### config.mk
export PLATFORM = sky130hd
export DESIGN_NAME = keyed_wdt
export DESIGN_NICKNAME = d
export VERILOG_FILES = /design/src/rtl/keyed_wdt_pkg.sv /design/src/rtl/keyed_wdt_regs.sv /design/src/rtl/keyed_wdt_counter.sv /design/src/rtl/keyed_wdt_respond.sv /design/src/rtl/keyed_wdt.sv
export SDC_FILE = /design/constraint.sdc
export NUM_CORES = 1
export LEC_CHECK = 0
export BUFFER_PORTS_ARGS = -buffer_cell sky130_fd_sc_hd__buf_2
export CAP_MARGIN = 10
export CORE_UTILIZATION = 56
export CTS_BUF_LIST = sky130_fd_sc_hd__clkbuf_16
export DETAILED_ROUTE_END_ITERATION = 8
export PLACE_DENSITY_LB_ADDON = 0.2
export SKIP_CTS_REPAIR_TIMING = 1
export SLEW_MARGIN = 15
export SYNTH_ARGS = -nofsm -noshare
export SYNTH_HDL_FRONTEND = slang
export SYNTH_SLANG_ARGS = --single-unit
export TNS_END_PERCENT = 50
### constraint.sdc
create_clock -name clk -period 3.1 [get_ports clk]
set_clock_uncertainty 0.2 [all_clocks]
set_input_delay 0.62 -clock clk [delete_from_list [all_inputs] [get_ports clk]]
set_output_delay 0.62 -clock clk [all_outputs]
set_load 0.03 [all_outputs]
### src/rtl/keyed_wdt_pkg.sv
// Package: shared register offsets, the restart key and the packed layouts
// of the control and period registers of the keyed watchdog.
// Assumes byte addressing, with every register on a 32-bit word.
package keyed_wdt_pkg;

    localparam int unsigned DATA_W = 32;

    localparam logic [7:0] OFF_CTRL   = 8'h00;
    localparam logic [7:0] OFF_RANGE  = 8'h04;
    localparam logic [7:0] OFF_COUNT  = 8'h08;
    localparam logic [7:0] OFF_KICK   = 8'h0C;
    localparam logic [7:0] OFF_STATUS = 8'h10;
    localparam logic [7:0] OFF_CLEAR  = 8'h14;

    localparam logic [7:0] KICK_KEY   = 8'h76;

    localparam int unsigned SEL_W  = 4;
    localparam int unsigned N_SEL  = 2 ** SEL_W;
    localparam int unsigned PW_W   = 3;

    // Control register, bit 0 upward: enable, mode, pulse width code
    typedef struct packed {
        logic [PW_W-1:0] pw;
        logic            mode;
        logic            en;
    } ctrl_t;

    // Period register: initial selection in the high nibble, running in the low
    typedef struct packed {
        logic [SEL_W-1:0] init_sel;
        logic [SEL_W-1:0] run_sel;
    } range_t;

endpackage

### src/rtl/keyed_wdt_regs.sv
// Module: register file and bus decode of the keyed watchdog.
// It holds the control and period registers and turns bus accesses into
// single-cycle strobes: enable rise, valid kick and interrupt clear.
// Assumes zero-wait accesses that complete when psel and penable are high.
module keyed_wdt_regs
    import keyed_wdt_pkg::*;
#(
    parameter int unsigned ADDR_W = 8,
    parameter int unsigned CNT_W  = 32
) (
    input  logic              clk,
    input  logic              rst_n,
    input  logic              psel,
    input  logic              penable,
    input  logic              pwrite,
    input  logic [ADDR_W-1:0] paddr,
    input  logic [DATA_W-1:0] pwdata,
    input  logic [CNT_W-1:0]  cnt_val,
    input  logic              irq_pend,
    output logic [DATA_W-1:0] prdata,
    output ctrl_t             ctrl_q,
    output range_t            range_q,
    output logic              en_rise,
    output logic              kick,
    output logic              irq_clr
);

    logic wr_acc, rd_acc;
    logic hit_ctrl, hit_range, hit_count, hit_kick, hit_status, hit_clear;
    logic unused_hi;

    // Access phase qualifiers
    assign wr_acc = psel & penable &  pwrite;
    assign rd_acc = psel & penable & ~pwrite;

    // Address decode
    assign hit_ctrl   = (paddr == ADDR_W'(OFF_CTRL));
    assign hit_range  = (paddr == ADDR_W'(OFF_RANGE));
    assign hit_count  = (paddr == ADDR_W'(OFF_COUNT));
    assign hit_kick   = (paddr == ADDR_W'(OFF_KICK));
    assign hit_status = (paddr == ADDR_W'(OFF_STATUS));
    assign hit_clear  = (paddr == ADDR_W'(OFF_CLEAR));

    assign unused_hi = ^pwdata[DATA_W-1:8];

    // Control and period register storage
    always_ff @(posedge clk) begin
        if (!rst_n) begin
            ctrl_q  <= '0;
            range_q <= '0;
        end else begin
            if (wr_acc && hit_ctrl) begin
                ctrl_q <= ctrl_t'(pwdata[$bits(ctrl_t)-1:0]);
            end
            if (wr_acc && hit_range) begin
                range_q <= range_t'(pwdata[$bits(range_t)-1:0]);
            end
        end
    end

    // Strobes toward the counter and the response logic
    always_comb begin
        en_rise = wr_acc && hit_ctrl && pwdata[0] && !ctrl_q.en;
        kick    = wr_acc && hit_kick && (pwdata[7:0] == KICK_KEY) && ctrl_q.en;
        irq_clr = rd_acc && hit_clear;
    end

    // Read data multiplexer, free of side effects
    always_comb begin
        prdata = '0;
        unique case (1'b1)
            hit_ctrl:   prdata = DATA_W'(ctrl_q);
            hit_range:  prdata = DATA_W'(range_q);
            hit_count:  prdata = DATA_W'(cnt_val);
            hit_status: prdata = DATA_W'(irq_pend);
            default:    prdata = '0;
        endcase
    end

endmodule

### src/rtl/keyed_wdt_counter.sv
// Module: the watchdog down-counter.
// It loads 2^(BASE_EXP+sel)-1 from a table built in a generate loop. It uses
// the initial selection on enable and the running one on kick or expiry.
// expire is high in the cycle an enabled counter sits at zero.
// Assumes BASE_EXP + N_SEL - 1 <= CNT_W.
module keyed_wdt_counter
    import keyed_wdt_pkg::*;
#(
    parameter int unsigned CNT_W    = 32,
    parameter int unsigned BASE_EXP = 16
) (
    input  logic             clk,
    input  logic             rst_n,
    input  logic             en,
    input  logic             en_rise,
    input  logic             kick,
    input  logic [SEL_W-1:0] run_sel,
    input  logic [SEL_W-1:0] init_sel,
    output logic [CNT_W-1:0] cnt,
    output logic             expire
);

    logic [CNT_W-1:0] load_tab [N_SEL];

    // One reload constant per period selection
    for (genvar g = 0; g < N_SEL; g++) begin : g_load
        localparam logic [CNT_W-1:0] LOAD_VAL =
            {CNT_W{1'b1}} >> (CNT_W - BASE_EXP - g);
        assign load_tab[g] = LOAD_VAL;
    end

    assign expire = en && (cnt == '0);

    // Counter update: load on enable, reload on kick or expiry, else count down
    always_ff @(posedge clk) begin
        if (!rst_n) begin
            cnt <= '0;
        end else if (en_rise) begin
            cnt <= load_tab[init_sel];
        end else if (en) begin
            if (expire || kick) begin
                cnt <= load_tab[run_sel];
            end else begin
                cnt <= cnt - 1'b1;
            end
        end
    end

endmodule

### src/rtl/keyed_wdt_respond.sv
// Module: the expiry response.
// It keeps the pending interrupt and generates the reset pulse, which lasts
// 2^(pw+1) clocks from the cycle after an expiry that calls for a reset.
// Assumes expire is a one-cycle strobe and that a read clear loses to a new set.
module keyed_wdt_respond
    import keyed_wdt_pkg::*;
#(
    parameter int unsigned PW_BITS = PW_W
) (
    input  logic               clk,
    input  logic               rst_n,
    input  logic               expire,
    input  logic               mode,
    input  logic [PW_BITS-1:0] pw,
    input  logic               irq_clr,
    output logic               irq,
    output logic               wdt_rst
);

    localparam int unsigned PULSE_MAX = 2 ** (2 ** PW_BITS);
    localparam int unsigned PCNT_W    = $clog2(PULSE_MAX + 1);

    logic              fire;
    logic [PCNT_W-1:0] pcnt;

    assign fire = expire && (!mode || irq);

    // Pending interrupt: set by the first-stage expiry, cleared by a read
    always_ff @(posedge clk) begin
        if (!rst_n) begin
            irq <= 1'b0;
        end else if (expire && mode && !irq) begin
            irq <= 1'b1;
        end else if (irq_clr) begin
            irq <= 1'b0;
        end
    end

    // Pulse length counter and registered reset output
    always_ff @(posedge clk) begin
        if (!rst_n) begin
            pcnt    <= '0;
            wdt_rst <= 1'b0;
        end else if (fire) begin
            pcnt    <= PCNT_W'(2) << pw;
            wdt_rst <= 1'b1;
        end else begin
            if (pcnt != '0) begin
                pcnt <= pcnt - 1'b1;
            end
            wdt_rst <= (pcnt > PCNT_W'(1));
        end
    end

endmodule

### src/rtl/keyed_wdt.sv
// Module: top of the keyed watchdog.
// It ties the register file, the down-counter and the expiry response
// together. BASE_EXP scales every period: selection i counts 2^(BASE_EXP+i).
// Assumes one clock for the bus and the counter, with a synchronous active-low reset.
module keyed_wdt
    import keyed_wdt_pkg::*;
#(
    parameter int unsigned ADDR_W   = 8,
    parameter int unsigned CNT_W    = 32,
    parameter int unsigned BASE_EXP = 16
) (
    input  logic              clk,
    input  logic              rst_n,
    input  logic              psel,
    input  logic              penable,
    input  logic              pwrite,
    input  logic [ADDR_W-1:0] paddr,
    input  logic [31:0]       pwdata,
    output logic [31:0]       prdata,
    output logic              irq,
    output logic              wdt_rst
);

    ctrl_t            ctrl_q;
    range_t           range_q;
    logic             ctrl_en, ctrl_mode;
    logic             en_rise, kick, irq_clr, expire;
    logic [CNT_W-1:0] cnt;

    assign ctrl_en   = ctrl_q.en;
    assign ctrl_mode = ctrl_q.mode;

    keyed_wdt_regs #(
        .ADDR_W (ADDR_W),
        .CNT_W  (CNT_W)
    ) regs_i (
        .clk      (clk),
        .rst_n    (rst_n),
        .psel     (psel),
        .penable  (penable),
        .pwrite   (pwrite),
        .paddr    (paddr),
        .pwdata   (pwdata),
        .cnt_val  (cnt),
        .irq_pend (irq),
        .prdata   (prdata),
        .ctrl_q   (ctrl_q),
        .range_q  (range_q),
        .en_rise  (en_rise),
        .kick     (kick),
        .irq_clr  (irq_clr)
    );

    keyed_wdt_counter #(
        .CNT_W    (CNT_W),
        .BASE_EXP (BASE_EXP)
    ) counter_i (
        .clk      (clk),
        .rst_n    (rst_n),
        .en       (ctrl_en),
        .en_rise  (en_rise),
        .kick     (kick),
        .run_sel  (range_q.run_sel),
        .init_sel (range_q.init_sel),
        .cnt      (cnt),
        .expire   (expire)
    );

    keyed_wdt_respond #(
        .PW_BITS (PW_W)
    ) respond_i (
        .clk     (clk),
        .rst_n   (rst_n),
        .expire  (expire),
        .mode    (ctrl_mode),
        .pw      (ctrl_q.pw),
        .irq_clr (irq_clr),
        .irq     (irq),
        .wdt_rst (wdt_rst)
    );

endmodule

==> out/metrics.cfg <==
[status]
outcome = complete, but fails checks
violations = design-rule violations

[clocking]
insertion_delay_ns = 0.29
cts_made_buffers = 5
path_clk_slew_ns = 0.07
cts_tree = yes
ctsLongestPathBuffers = 2
cts_sinks = 56
cts-root-buf = clkbuf_16
h-tree-depth = 2

[global_route]
grt_pass1_wl_mm = 18.4
antenna_found_initial = 0
grt_pass1_vias = 3719
track_usage = 0.316
overflow = 0
grt_max_degree = 40

[timing]
layout_worst_path_cycle_share = 0.928
rsz0062_at_grt = no
tightest_slew_ns = 0.740
hold_ws_ns = 0.290
final_max_slew_viol_count = 0
min_period_ns = 2.88
setup_slack_ns = 0.224
hold_violations = 0
relSlewSlack = 0.503
fmax_mhz = 348
setup-tns-final_ns = 0
finalSetupViolCount = 0

[die]
rows = 29
die_h_um = 84.7
initial_core_util = 0.592
die_w_um = 84.7
dieArea_mm2 = 0.00717
pin_count = 79
core_mm2 = 0.00646

[setup_path]
reg2reg_depth = 10
path_cells = inv_1 > ha_1 > nor4b_1 > buf_4 > nand4_1 > nor3_1 > nor3_1 > buf_4 > a21oi_1 > o211a_1
startpoint = counter_i.cnt[1]
crit_type = flop to flop
cp_data_required_time_ns = 3.09
slowest_stage = nor3_1
rrSetupSlack_ns = 0.22
cp_data_arrival_time_ns = 2.87
slowest_delay_ns = 0.62
r2r_start = counter_i.cnt[1]
cp.buffers_inverters = 3
endpoint_kind = flop
crit_cells = 10
timing.rr.end = counter_i.cnt[12]
worst_setup_path_start_kind = flop
crit_fanout = 9
critPathTopFamily = simple AND/OR/NAND/NOR gates
timing.critical_path.to = counter_i.cnt[12]

[route]
post-route-drc-count = 4
via_per_inst = 6.57
firstDrtPassIters = 9
vias = 4133
avgRoutedWirePerCell_um = 17.5
ant_nets = 0
drt_iter0_drc = 430
wl_mm = 11.0

[layout]
n_antenna_cell = 0
n_fill_cell = 564
nets = 599
areaGrowthSynthToFinish_pct = 13.6
final_layout_size_suffix_gt1_frac = 0.167
design_area_mm2 = 0.00435
instances_no_fill = 629
fin_util = 0.673

[pwr]
combPwrFrac = 0.226
p_int_mw = 1.24
clkPwrFrac = 0.317
power_leakage_nw = 1.85
power_density_mw_per_mm2 = 407
p_switching_mw = 0.531
switching_share = 0.300
seq_power_share = 0.458
p_total_mw = 1.77
ir_drop_mv = 0.432

[yosys]
ys.flop_type = dfxtp_1
syn_nets = 551
syn_area_per_cell_um2 = 7.61
netlist_area_mm2 = 0.00383
synth.yosys.seq_area_share = 0.293
async_reset_ff_frac = 0
netlist_instances = 503
yosysUniqueCellTypes = 63
ys_ff_latch = 56
ys_warn_count = 0
synth_edf_count = 0

[place]
dpl_worst_slack_ns = 0.232
hpwl_mm = 7.78
place.port_buffers = 54
globalplace.congestion = 0.917
dp.cells = 621
dpl-instance-area_mm2 = 0.00421

[min_path]
hold_class = flop to flop

[job]
drv_cap = 0

-- worst min-delay path: cells and delay by family, from the launching register on --
kind	cells	cell delay [ns]
AOI/OAI and AO/OA	1	0.06
DFF	1	0.31
and+or+nand+nor	1	0.07
-- how the worst min path moves through the flow --
stage / from / endpoint / slack (ns) / cells past startpoint
global route: respond_i.pcnt[8] / respond_i.pcnt[8] / 0.33 / 2
CTS: respond_i.pcnt[8] / respond_i.pcnt[8] / 0.29 / 2
global placement: respond_i.pcnt[8] / respond_i.pcnt[8] / 0.26 / 2
finish: respond_i.pcnt[8] / respond_i.pcnt[8] / 0.29 / 2
floorplan: respond_i.pcnt[8] / respond_i.pcnt[8] / 0.24 / 2
detailed placement: respond_i.pcnt[8] / respond_i.pcnt[8] / 0.28 / 2
-- cell usage after synthesis (10+ instances only) --
| cell | count | area share |
|---|---|---|
| o21ai_0 | 16 | 0.021 |
| a21oi_1 | 29 | 0.038 |
| nor2_1 | 75 | 0.074 |
| dfxtp_1 | 56 | 0.29 |
| nor3_1 | 25 | 0.033 |
| and2_1 | 26 | 0.043 |
| xnor2_1 | 10 | 0.023 |
| nor4_1 | 12 | 0.020 |
| nand2_1 | 35 | 0.034 |
| mux2i_1 | 21 | 0.055 |
| or3_1 | 10 | 0.016 |
| nand3_1 | 17 | 0.022 |
| clkbuf_1 | 27 | 0.026 |
| o21a_1 | 11 | 0.022 |
-- registers in the layout, indices dropped and copies added, names as in the netlist --
register	count
respond_i.irq	1
respond_i.pcnt	9
counter_i.cnt	32
regs_i.range_q	8
respond_i.wdt_rst	1
regs_i.ctrl_q	5
-- logic make-up (layout without fill, tap and decap cells) --
family / Yosys count / after routing / share of synthesized area
AO/OA/AOI/OAI: 112 / 112 / 0.197
buffers and inverters: 42 / 91 / 0.0448
XOR/XNOR: 17 / 17 / 0.0389
flip-flops: 56 / 56 / 0.293
multiplexers: 22 / 22 / 0.0579
AND/OR/NAND/NOR: 251 / 251 / 0.359
adder cells (fa/ha/maj): 3 / 3 / 0.00981
-- area by class of cell --
| type | count | area [µm²] | share of cell area |
|---|---|---|---|
| Clock buffer | 5 | 125 | 0.0288 |
| Sequential cell | 56 | 1120 | 0.258 |
| Tap cell | 77 | 96.3 | 0.0222 |
| Timing Repair Buffer | 74 | 420 | 0.0967 |
| Inverter | 9 | 33.8 | 0.00777 |
| Multi-Input combinational cell | 405 | 2530 | 0.583 |
| Clock inverter | 3 | 15.0 | 0.00346 |
-- routing by layer --
metal / vias up / track usage / routed length, µm / part of all wire
li1: 1936 / - / - / -
met1: 1887 / 0.440 / 4690 / 0.43
met2: 275 / 0.500 / 4960 / 0.45
met3: 35 / 0.0393 / 1050 / 0.095
met4: 0 / 0.123 / 310 / 0.028
met5: - / 0 / 0 / 0
-- power by group through the flow --
stage                     sequential [mW]  combinational (mW)  clock (mW)
after global placement              0.822               0.377           0
after detailed placement            0.825               0.395           0
after CTS                           0.809               0.397       0.563
final                               0.810               0.400       0.560
after global routing                0.814               0.455       0.589
after floorplan                     0.829               0.304           0
-- layout by cell type, fill, tap and decap left out, types with 7 or more instances in the layout --
cell type	synthesis	layout
a21oi_1	29	29
a31oi_1	7	7
and2_1	26	26
buf_2	5	54
buf_4	0	20
dfxtp_1	56	56
inv_1	8	9
mux2i_1	21	21
nand2_1	35	35
nand3_1	17	17
nand4_1	8	8
nor2_1	75	75
nor3_1	25	25
nor4_1	12	12
o211ai_1	7	7
o21a_1	11	11
o21ai_0	16	16
or3_1	10	10
or4_1	8	8
xnor2_1	10	10
xor2_1	7	7
(Power assumes the default switching activity.)
